$ cat config.mk
export PLATFORM = sky130hd
export DESIGN_NAME = dma_term_seq
export DESIGN_NICKNAME = d
export VERILOG_FILES = /design/src/rtl/dma_term_seq.sv
export SDC_FILE = /design/constraint.sdc
export NUM_CORES = 1
export LEC_CHECK = 0
export BUFFER_PORTS_ARGS = -buffer_cell sky130_fd_sc_hd__clkbuf_2
export CAP_MARGIN = 20
export CORE_AREA = 2 2 39 41
export DETAILED_ROUTE_END_ITERATION = 10
export DIE_AREA = 0 0 41 43
export SYNTH_ARGS = -nofsm -noshare
export SYNTH_HDL_FRONTEND = slang
export SYNTH_SLANG_ARGS = --single-unit
$ cat constraint.sdc
create_clock -name clk -period 2.2 [get_ports clk]
set_input_delay 0.33 -clock clk [delete_from_list [all_inputs] [get_ports clk]]
set_output_delay 0.33 -clock clk [all_outputs]
set_load 0.02 [all_outputs]
$ cat src/rtl/dma_term_seq.sv
module dma_term_seq #(
  parameter bit DRAIN_WA = 1'b1
) (
  input  logic       clk,
  input  logic       rst_n,
  input  logic       start_i,
  input  logic       dir_h2s_i,
  input  logic       xfer_done_i,
  input  logic       phase_mis_i,
  input  logic       scsi_done_i,
  input  logic       fifo_empty_i,
  input  logic       mem_req_pend_i,
  input  logic       host_en_fb_i,
  output logic [7:0] ctrl_o,
  output logic       fifo_pop_o,
  output logic       busy_o,
  output logic       fin_o,
  output logic       phase_miss_o
);
  localparam logic [7:0] CW_H2S  = 8'h3D;
  localparam logic [7:0] CW_S2H  = 8'h39;
  localparam logic [7:0] EN_MASK = 8'h29;

  typedef enum logic [2:0] {S_IDLE, S_RUN, S_FLUSH, S_PEND, S_HALT} st_t;
  st_t st;

  assign busy_o     = (st != S_IDLE);
  assign fifo_pop_o = DRAIN_WA && (st == S_HALT) && host_en_fb_i;

  always_ff @(posedge clk) begin
    if (!rst_n) begin
      st           <= S_IDLE;
      ctrl_o       <= 8'h00;
      fin_o        <= 1'b0;
      phase_miss_o <= 1'b0;
    end else begin
      fin_o <= 1'b0;
      case (st)
        S_IDLE: if (start_i) begin
          ctrl_o       <= dir_h2s_i ? CW_H2S : CW_S2H;
          phase_miss_o <= 1'b0;
          st           <= S_RUN;
        end
        S_RUN: begin
          if (xfer_done_i) begin
            ctrl_o <= ctrl_o & ~EN_MASK;
            st     <= S_HALT;
          end else if (phase_mis_i) begin
            phase_miss_o <= !scsi_done_i;
            st           <= ctrl_o[2] ? S_PEND : S_FLUSH;
          end
        end
        S_FLUSH: if (fifo_empty_i) st <= S_PEND;
        S_PEND: if (!mem_req_pend_i) begin
          ctrl_o <= ctrl_o & ~EN_MASK;
          st     <= S_HALT;
        end
        S_HALT: if (!host_en_fb_i) begin
          st    <= S_IDLE;
          fin_o <= 1'b1;
        end
        default: st <= S_IDLE;
      endcase
    end
  end

  assert_load_R2: assert property (@(posedge clk) disable iff (!rst_n)
    $rose(busy_o) |-> (ctrl_o == CW_H2S || ctrl_o == CW_S2H));
  assert_no_reload_R3: assert property (@(posedge clk) disable iff (!rst_n)
    ctrl_o[0] |=> (ctrl_o == $past(ctrl_o)) || !ctrl_o[0]);
  assert_fin_pulse_R8: assert property (@(posedge clk) disable iff (!rst_n)
    fin_o |=> !fin_o);
  assert_fin_after_fb_R8: assert property (@(posedge clk) disable iff (!rst_n)
    fin_o |-> $past(!host_en_fb_i) && !busy_o && ((ctrl_o & EN_MASK) == 8'h00));
  assert_pop_disabled_R9: assert property (@(posedge clk) disable iff (!rst_n)
    fifo_pop_o |-> ((ctrl_o & EN_MASK) == 8'h00) && host_en_fb_i);
  assert_miss_hold_R10: assert property (@(posedge clk) disable iff (!rst_n)
    (!busy_o && !start_i) |=> $stable(phase_miss_o));
endmodule

== After elaboration in Yosys (flattened, before gate mapping) ==
Cells that the tools add are included.
Storage, ports and cells
  register bits: 13
  input port bits: 10
  output and inout bits: 12
Operators by class
  eq/ne operators: 12
  mux-type cells: 18
  bitwise operators: 2
  reduce and logical (&&, ||, !) cells: 11
Operator list (count)
  $pmux 8 s3: 1
  $mux 3: 7
  $pmux 3 s5: 1
  $ne 2x2->1 const B: 7
  $mux 6: 2
  $reduce_and 4->1: 3
  $mux 8: 1
  $eq 3x2->1 const B: 2
  $reduce_bool 3->1: 2
  $mux 1: 5
  $reduce_and 5->1: 1
  $eq 3x1->1 const B: 1
  $eq 3x3->1 const B: 1
  $logic_not 3->1: 1
  $ne 3x3->1 const B: 1
  $not 1->1: 2
  $pmux 1 s2: 1
  $reduce_and 2->1: 1
  $reduce_bool 2->1: 1
  $logic_and 1x1->1: 1
  $logic_not 1->1: 1

== Depth between registers and ports, before layout ==
Gate-level depths: netlist (run 1).
  word-level depth: 4
  depth in mapped cells: 4

== Worst setup path before layout (run 1) ==
No wires, ideal clock.
  path type: register to output
  start: register st[1]
  end: output port busy_o
  data arrival time: 849 ps
  required time: 1870 ps
  path slack: 1021 ps
  stages on the path, launching flop included: 3
  buffers on the path: 1
  cell sequence: dfxtp_1 > buf_6 > or3_1
Between the ends
  longest elaborated chain between the ends: 1
RTL lines
  start: declaration: RTL line 25  | st_t st;
  start signal: assignment: RTL line 50  | st <= ctrl_o[2] ? S_PEND : S_FLUSH;
  $reduce_bool 3->1: RTL line 27  | assign busy_o = (st != S_IDLE);
  end: declaration: RTL line 16  | output logic busy_o,
No other way between the ends.

== Worst setup path in the final report (run 1) ==
  start: register st[1]
  end: output port fifo_pop_o
Between the ends
  longest elaborated chain between the ends: 2
RTL lines
  $eq 3x3->1: RTL line 28  | assign fifo_pop_o = DRAIN_WA && (st == S_HALT) && host_en_fb_i;
  $logic_and 1x1->1: RTL line 28
  end: declaration: RTL line 15  | output logic fifo_pop_o,
No other way between the ends.

==> results_dict.tcl, run 1 <==
set metrics [dict create \
    status "completed" \
    hold_violations 0 \
    period_minus_slack_ns 1.55 \
    clk_path_buf_depth 2 \
    cts-htree-levels 1 \
    drt_iter0_markers 0 \
    cts_hold_buf 0 \
    clockRootBuffer "clkbuf_4" \
    slew_viol_final 0 \
    critPathRequiredTime_ns 1.87 \
    netlist_area_um2 449 \
    synth_top_family_by_area "simple AND/OR/NAND/NOR gates" \
    critPathTopFamily "flip-flops" \
    synthCells 49 \
    grt_setup_unrepaired "no" \
    intPower_uw 261 \
    via_per_inst 4.86 \
    min_path_type "in -> reg" \
    post_drt_wl_per_cell_um 10.8 \
    route.vias.total 389 \
    ys.warnings.count 0 \
    power_density_nw_per_um2 721 \
    switching_power_uw 122 \
    postPlaceCellArea_um2 509 \
    antenna_found_initial 0 \
    p_leak_uw 0.000256 \
    fin_skew_ns 0.00736 \
    grt_pass1_vias 333 \
    cts_setup_buffers 0 \
    grt_first_pass_wirelength_mm 1.35 \
    maxCapViolations 0 \
    setup_viol 0 \
    crit_chain "nor2_1 -> and3_1 -> clkbuf_2" \
    cp.arrival_ns 1.22 \
    port-buffer-count 18 \
    nNetsFinal 76 \
    wl_um 862 \
    mostFrequentLayoutCell "clkbuf_2" \
    grt_overflow_total 0 \
    gp_congestion 0.779 \
    final_cell_mix "clkbuf_2, dfxtp_1, nor2_1" \
    synth_seq_cells 8 \
    swShare_pct 31.8 \
    whs_ns 0.311 \
    p_seq_share_pct 45.6 \
    post_cts_resized 0 \
    core_um2 1380 \
    rows 14 \
    synth_adder_area_share_pct 0 \
    cts_buffers 3 \
    synth-compound-area-share_pct 13.6 \
    post-route-drc-count 0 \
    n_fill_cell 164 \
    synth_area_per_cell_um2 9.17 \
    critPathKind "reg -> out" \
    clkSinkCount 8 \
    synth_xor_xnor_area_share_pct 0 \
    grt_max_degree 11 \
    critPathMaxFanout 10 \
    pwr-share-comb_pct 25.2 \
    cts_tree "done" \
    seq_area_um2 160 \
    postRouteAntennaNets 0 \
    ios 22 \
    initial_core_util_pct 32.5 \
    cp_num_buf_inv 1 \
    die_x_um 41 \
    dp_hpwl_um 652 \
    fin_crit_sh_pct 70.4 \
    multi_input_area_um2 239 \
    start_kind "register" \
    clock_latency_ns 0.25 \
    slowest_stage "dfxtp_1" \
    clkTransAtPathRegs_ns 0.06 \
    synth_cell_types 29 \
    synth_simple_gate_area_share_pct 37.0 \
    drive_above_1_share_pct 37.5 \
    die_area_um2 1760 \
    ys_seq_area_share_pct 35.7 \
    diodes 0 \
    dr.pass1.iters 1 \
    synthMuxAreaShare_pct 0 \
    ir_drop_mv 0.227 \
    fp.dieH_um 43 \
    stdcell_area_um2 532 \
    clkPwrFrac_pct 29.2 \
    tns_ns 0 \
    syn_to_final_growth_pct 18.4 \
    grt_usage_pct 11.9 \
    crit_path_max_incr_delay_ns 0.51 \
    fmax_mhz 645 \
    end_kind "primary output" \
]
[worst min-delay path, cell delays in order]
cell      delay, ns
clkbuf_2       0.08
nand3_1        0.06
o21ai_1        0.07
[power by group through the flow]
stage	logic (uW)	clock network [uW]	registers, uW
3_5_place_dp	97.3	0	177
3_3_place_gp	97.4	0	177
5_1_grt	107	128	178
4_1_cts	97.8	120	174
6_report	96.6	112	175
2_1_floorplan	77.5	0	178
[layout make-up]
class                      count  area share, %
multi-input combinational     35           44.9
clock buffer                   3           4.24
sequential                     8           30.1
tap                           16           3.76
timing repair buffer          18           16.9
[cell families after synthesis]
kind of cell / count (synthesis)
AOI/OAI and AO/OA: 8
buffers and inverters: 8
DFF: 8
other: 1
and+or+nand+nor: 24
[flip-flops by register name, summed over array words and instances, names as in the netlist]
signal	flops
ctrl_o	3
fin_o	1
phase_miss_o	1
st	3
[per-layer routing]
metal	vias to the layer above	part of all wire (%)	GRT usage, %
met2	16	46	15.9
met4	0	1.6	12.0
met3	2	7.4	3.14
li1	195	-	-
met1	176	45	14.1
met5	-	0	0
[stage by stage]
step / cells / total power (uW) / setup WS [ns] / util, %
floorplan: 51 / 256 / 1.02 / -
global placement: 77 / 274 / 0.932 / 36.8
detailed placement: 77 / 275 / 0.923 / 36.8
CTS: 80 / 392 / 0.634 / 38.4
global route: 80 / 413 / 0.520 / 38.4
finish: 80 / 383 / 0.651 / 38.4
[worst paths after layout]
check	cells past startpoint	to	slack, ns	start
worst min register to register	2	ctrl_o[2]$_SDFFE_PN0P_	0.47	ctrl_o[2]$_SDFFE_PN0P_
worst max register to register	3	st[0]$_SDFFE_PN0P_	1.03	st[0]$_SDFFE_PN0P_
worst min-delay path	3	ctrl_o[2]$_SDFFE_PN0P_	0.31	dir_h2s_i
worst max-delay path	3	fifo_pop_o	0.65	st[1]$_SDFFE_PN0P_
[synth_stat cells]
cell,n,area (um^2)
dfxtp_1,8,160
buf_4,5,37.5
nor2_1,4,15.0
nand3_1,3,15.0
nand2_1,2,7.51
nand2b_1,2,12.5
o21a_1,2,15.0
o21ai_1,2,10.0
a21bo_1,1,10.0
a21o_1,1,7.51
and2_1,1,6.26
and3_1,1,6.26
and3b_1,1,8.76
and4_1,1,8.76
and4b_1,1,10.0
buf_2,1,5.00
buf_6,1,11.3
clkbuf_1,1,3.75
conb_1,1,3.75
nand4b_1,1,8.76
nor2b_1,1,6.26
nor3_2,1,10.0
nor3b_2,1,12.5
nor4b_1,1,8.76
nor4b_2,1,15.0
o211ai_1,1,7.51
o221a_1,1,11.3
or3_1,1,6.26
or3b_1,1,8.76
Power figures use the tool's default switching activity.
==> run 2, diff against run 1 <==
Settings changed: ABC_AREA set to 1, PLACE_DENSITY set to 0.69.
Clock period 2.2 ns to 1.3 ns, I/O delays scaled along.
==> run 2 against run 1 <==
  * Global-route usage grew 1.9 points
  * Sequential share of layout area is 4.5 points lower
  * Sequential power increased by 140%
  * Via count increased by 31%
  * Clock power rose by 65%
  * Final area increased by 24%
  * Worst hold slack worse by 0.19 ns
  * Wire length increased by 24%
  * Synthesized area up 13%
  * Die area did not move
  * Synthesized cell count is 53% higher
  * Clock skew shrank 0.0056 ns
  * Largest power group is now combinational logic
==> results_dict.tcl, run 2 <==
set metrics [dict create \
    nNetsFinal 109 \
    n_fill_cell 146 \
    ys.warnings.count 0 \
    initial_core_util_pct 36.8 \
    syn_to_final_growth_pct 29.2 \
    dp_hpwl_um 831 \
    synth_area_leaders "dfxtp_1, nand2_1, nand3_2, buf_4, inv_1" \
    rows 14 \
    seq_area_um2 169 \
    post-route-drc-count 0 \
    netlist_area_um2 509 \
    period_minus_slack_ns 1.24 \
    fin_skew_ns 0.00176 \
    via_per_inst 4.52 \
    hold_violations 0 \
    r2r_start "st[0]$_SDFFE_PN0P_" \
    synth_area_per_cell_um2 6.79 \
    drt_iter0_markers 8 \
    status "completed" \
    whs_ns 0.124 \
    synth.top_cell.area_share_pct 31.4 \
    mostFrequentLayoutCell "clkbuf_2" \
    min_path_type "in -> reg" \
    core_um2 1380 \
    multi_input_area_um2 283 \
    grt_max_degree 9 \
    cts_tree "done" \
    power_density_nw_per_um2 2250 \
    critPathRequiredTime_ns 1.11 \
    fin_crit_sh_pct 95.6 \
    synth.largest_area_cell "dfxtp_1" \
    slew_viol_final 0 \
    tns_ns 0 \
    ys_seq_area_share_pct 31.4 \
    hold_start "host_en_fb_i" \
    slowest_stage "dfxtp_4" \
    reg_top3 "ctrl_o (3), st (3)" \
    grt_usage_pct 13.9 \
    route.vias.total 511 \
    clkTransAtPathRegs_ns 0.05 \
    p_leak_uw 0.000360 \
    fp.dieH_um 43 \
    postRouteAntennaNets 0 \
    synth_cell_types 17 \
    maxCapViolations 0 \
    crit_chain "nor2_4 -> nand3_2 -> inv_1 -> clkbuf_4" \
    critPathKind "reg -> out" \
    critPathTopFamily "flip-flops" \
    antenna_found_initial 0 \
    cp.arrival_ns 1.05 \
    yosysMostFrequentCell "nand2_1" \
    post_drt_wl_per_cell_um 9.44 \
    gp_congestion 0.863 \
    synthCells 75 \
    drive_above_1_share_pct 44.3 \
    final_cell_mix "clkbuf_2, nand2_1, inv_1, nor2_1, a21oi_1" \
    diodes 0 \
    clock_latency_ns 0.25 \
    die_x_um 41 \
    port-buffer-count 18 \
    synth-edff-count 0 \
    grt_setup_unrepaired "no" \
    clockRootBuffer "clkbuf_4" \
    cts_hold_buf 0 \
    ys_top_cells_by_count "nand2_1, inv_1, nor2_1" \
    cts-htree-levels 1 \
    cp-startpoint "st[0]$_SDFFE_PN0P_" \
    post-route-util_pct 47.6 \
    cts_buffers 3 \
    die_area_um2 1760 \
    synthArstFlopShare_pct 0 \
    grt_pass1_vias 422 \
    fmax_mhz 805 \
    cp_num_buf_inv 2 \
    start_kind "register" \
    crit_path_max_incr_delay_ns 0.36 \
    dr.pass1.iters 4 \
    rrSetupSlack_ns 0.12 \
    grt_first_pass_wirelength_mm 1.66 \
    end_kind "primary output" \
    synth_seq_cells 8 \
    wl_mm 1.07 \
    clkSinkCount 8 \
    grt_overflow_total 0 \
    ios 22 \
    ys_dominant_reg_cell "dfxtp_1" \
    critPathMaxFanout 5 \
    ir_drop_mv 0.929 \
    setup_viol 0 \
    clk_path_buf_depth 2 \
]
## run 2: cell count changes after synthesis, moves of 3 or more
cell	previous run	this run
nand2_1	2	14
nand3_2	0	4
nor2_1	4	9
a21oi_1	0	6
nor2_2	0	4
inv_1	0	9
nand2_2	0	3
## run 2: area by class of cell
type	count	area share, %
clock buffers	3	3.42
repair buffers	22	18.6
inverters	11	6.27
flip-flops and latches	8	25.7
well taps	16	3.04
multi-input cells	53	43.0
## run 2: cell families (layout without fill, tap and decap cells)
family | count (synthesis) | count (layout) | synth area share, %
AND/OR/NAND/NOR | 40 | 40 | 42.0
buffers and inverters | 16 | 36 | 15.5
AO/OA/AOI/OAI | 10 | 10 | 10.3
flip-flops | 8 | 8 | 31.4
other | 1 | 3 | 0.736
## run 2: per-layer routing
layer	global-route usage, %	part of all wire [%]	up-vias
met4	4.00	0	0
met2	20.6	48	17
met3	7.85	7.6	0
li1	-	-	272
met5	0	0	-
met1	16.5	44	222
## run 2: where the power goes
| group | internal [uW] | switching, uW |
|---|---|---|
| Combinational | 335 | 536 |
| Sequential | 340 | 87.9 |
| Clock | 105 | 79.3 |
## run 2: worst reg2reg max path, cell delays in order (launching register included)
cell and delay (ns):
dfxtp_4 0.36, buf_4 0.14, nand2_2 0.12, nor2_4 0.06, nand2_2 0.06, nand2_2 0.06, nor2_4 0.13, nand2_1 0.06
nand2_1 0.07, nor2_2 0.03
## run 2: worst paths after layout
check / end / cells past startpoint
worst max-delay path: fifo_pop_o / 4
worst min-delay path: fin_o$_SDFF_PN0_ / 2
worst max register to register: st[0]$_SDFFE_PN0P_ / 9
worst min register to register: ctrl_o[4]$_SDFFE_PN0P_ / 2
## run 2: through the flow
stage	area, um^2	total power (uW)	cells	setup slack [ns]
floorplan	517	1050	77	0.140
global placement	589	1180	106	0.107
detailed placement	589	1200	106	0.0868
CTS	639	1450	111	0.0241
global route	658	1620	113	0.00967
finish	658	1480	113	0.0574
## run 2: what timing repair did
action	CTS	global route
pin swaps	2	1
endpoints found under the setup margin	2	5
hold endpoints to repair	0	0
buffers inserted	2	2
resized for setup	5	2
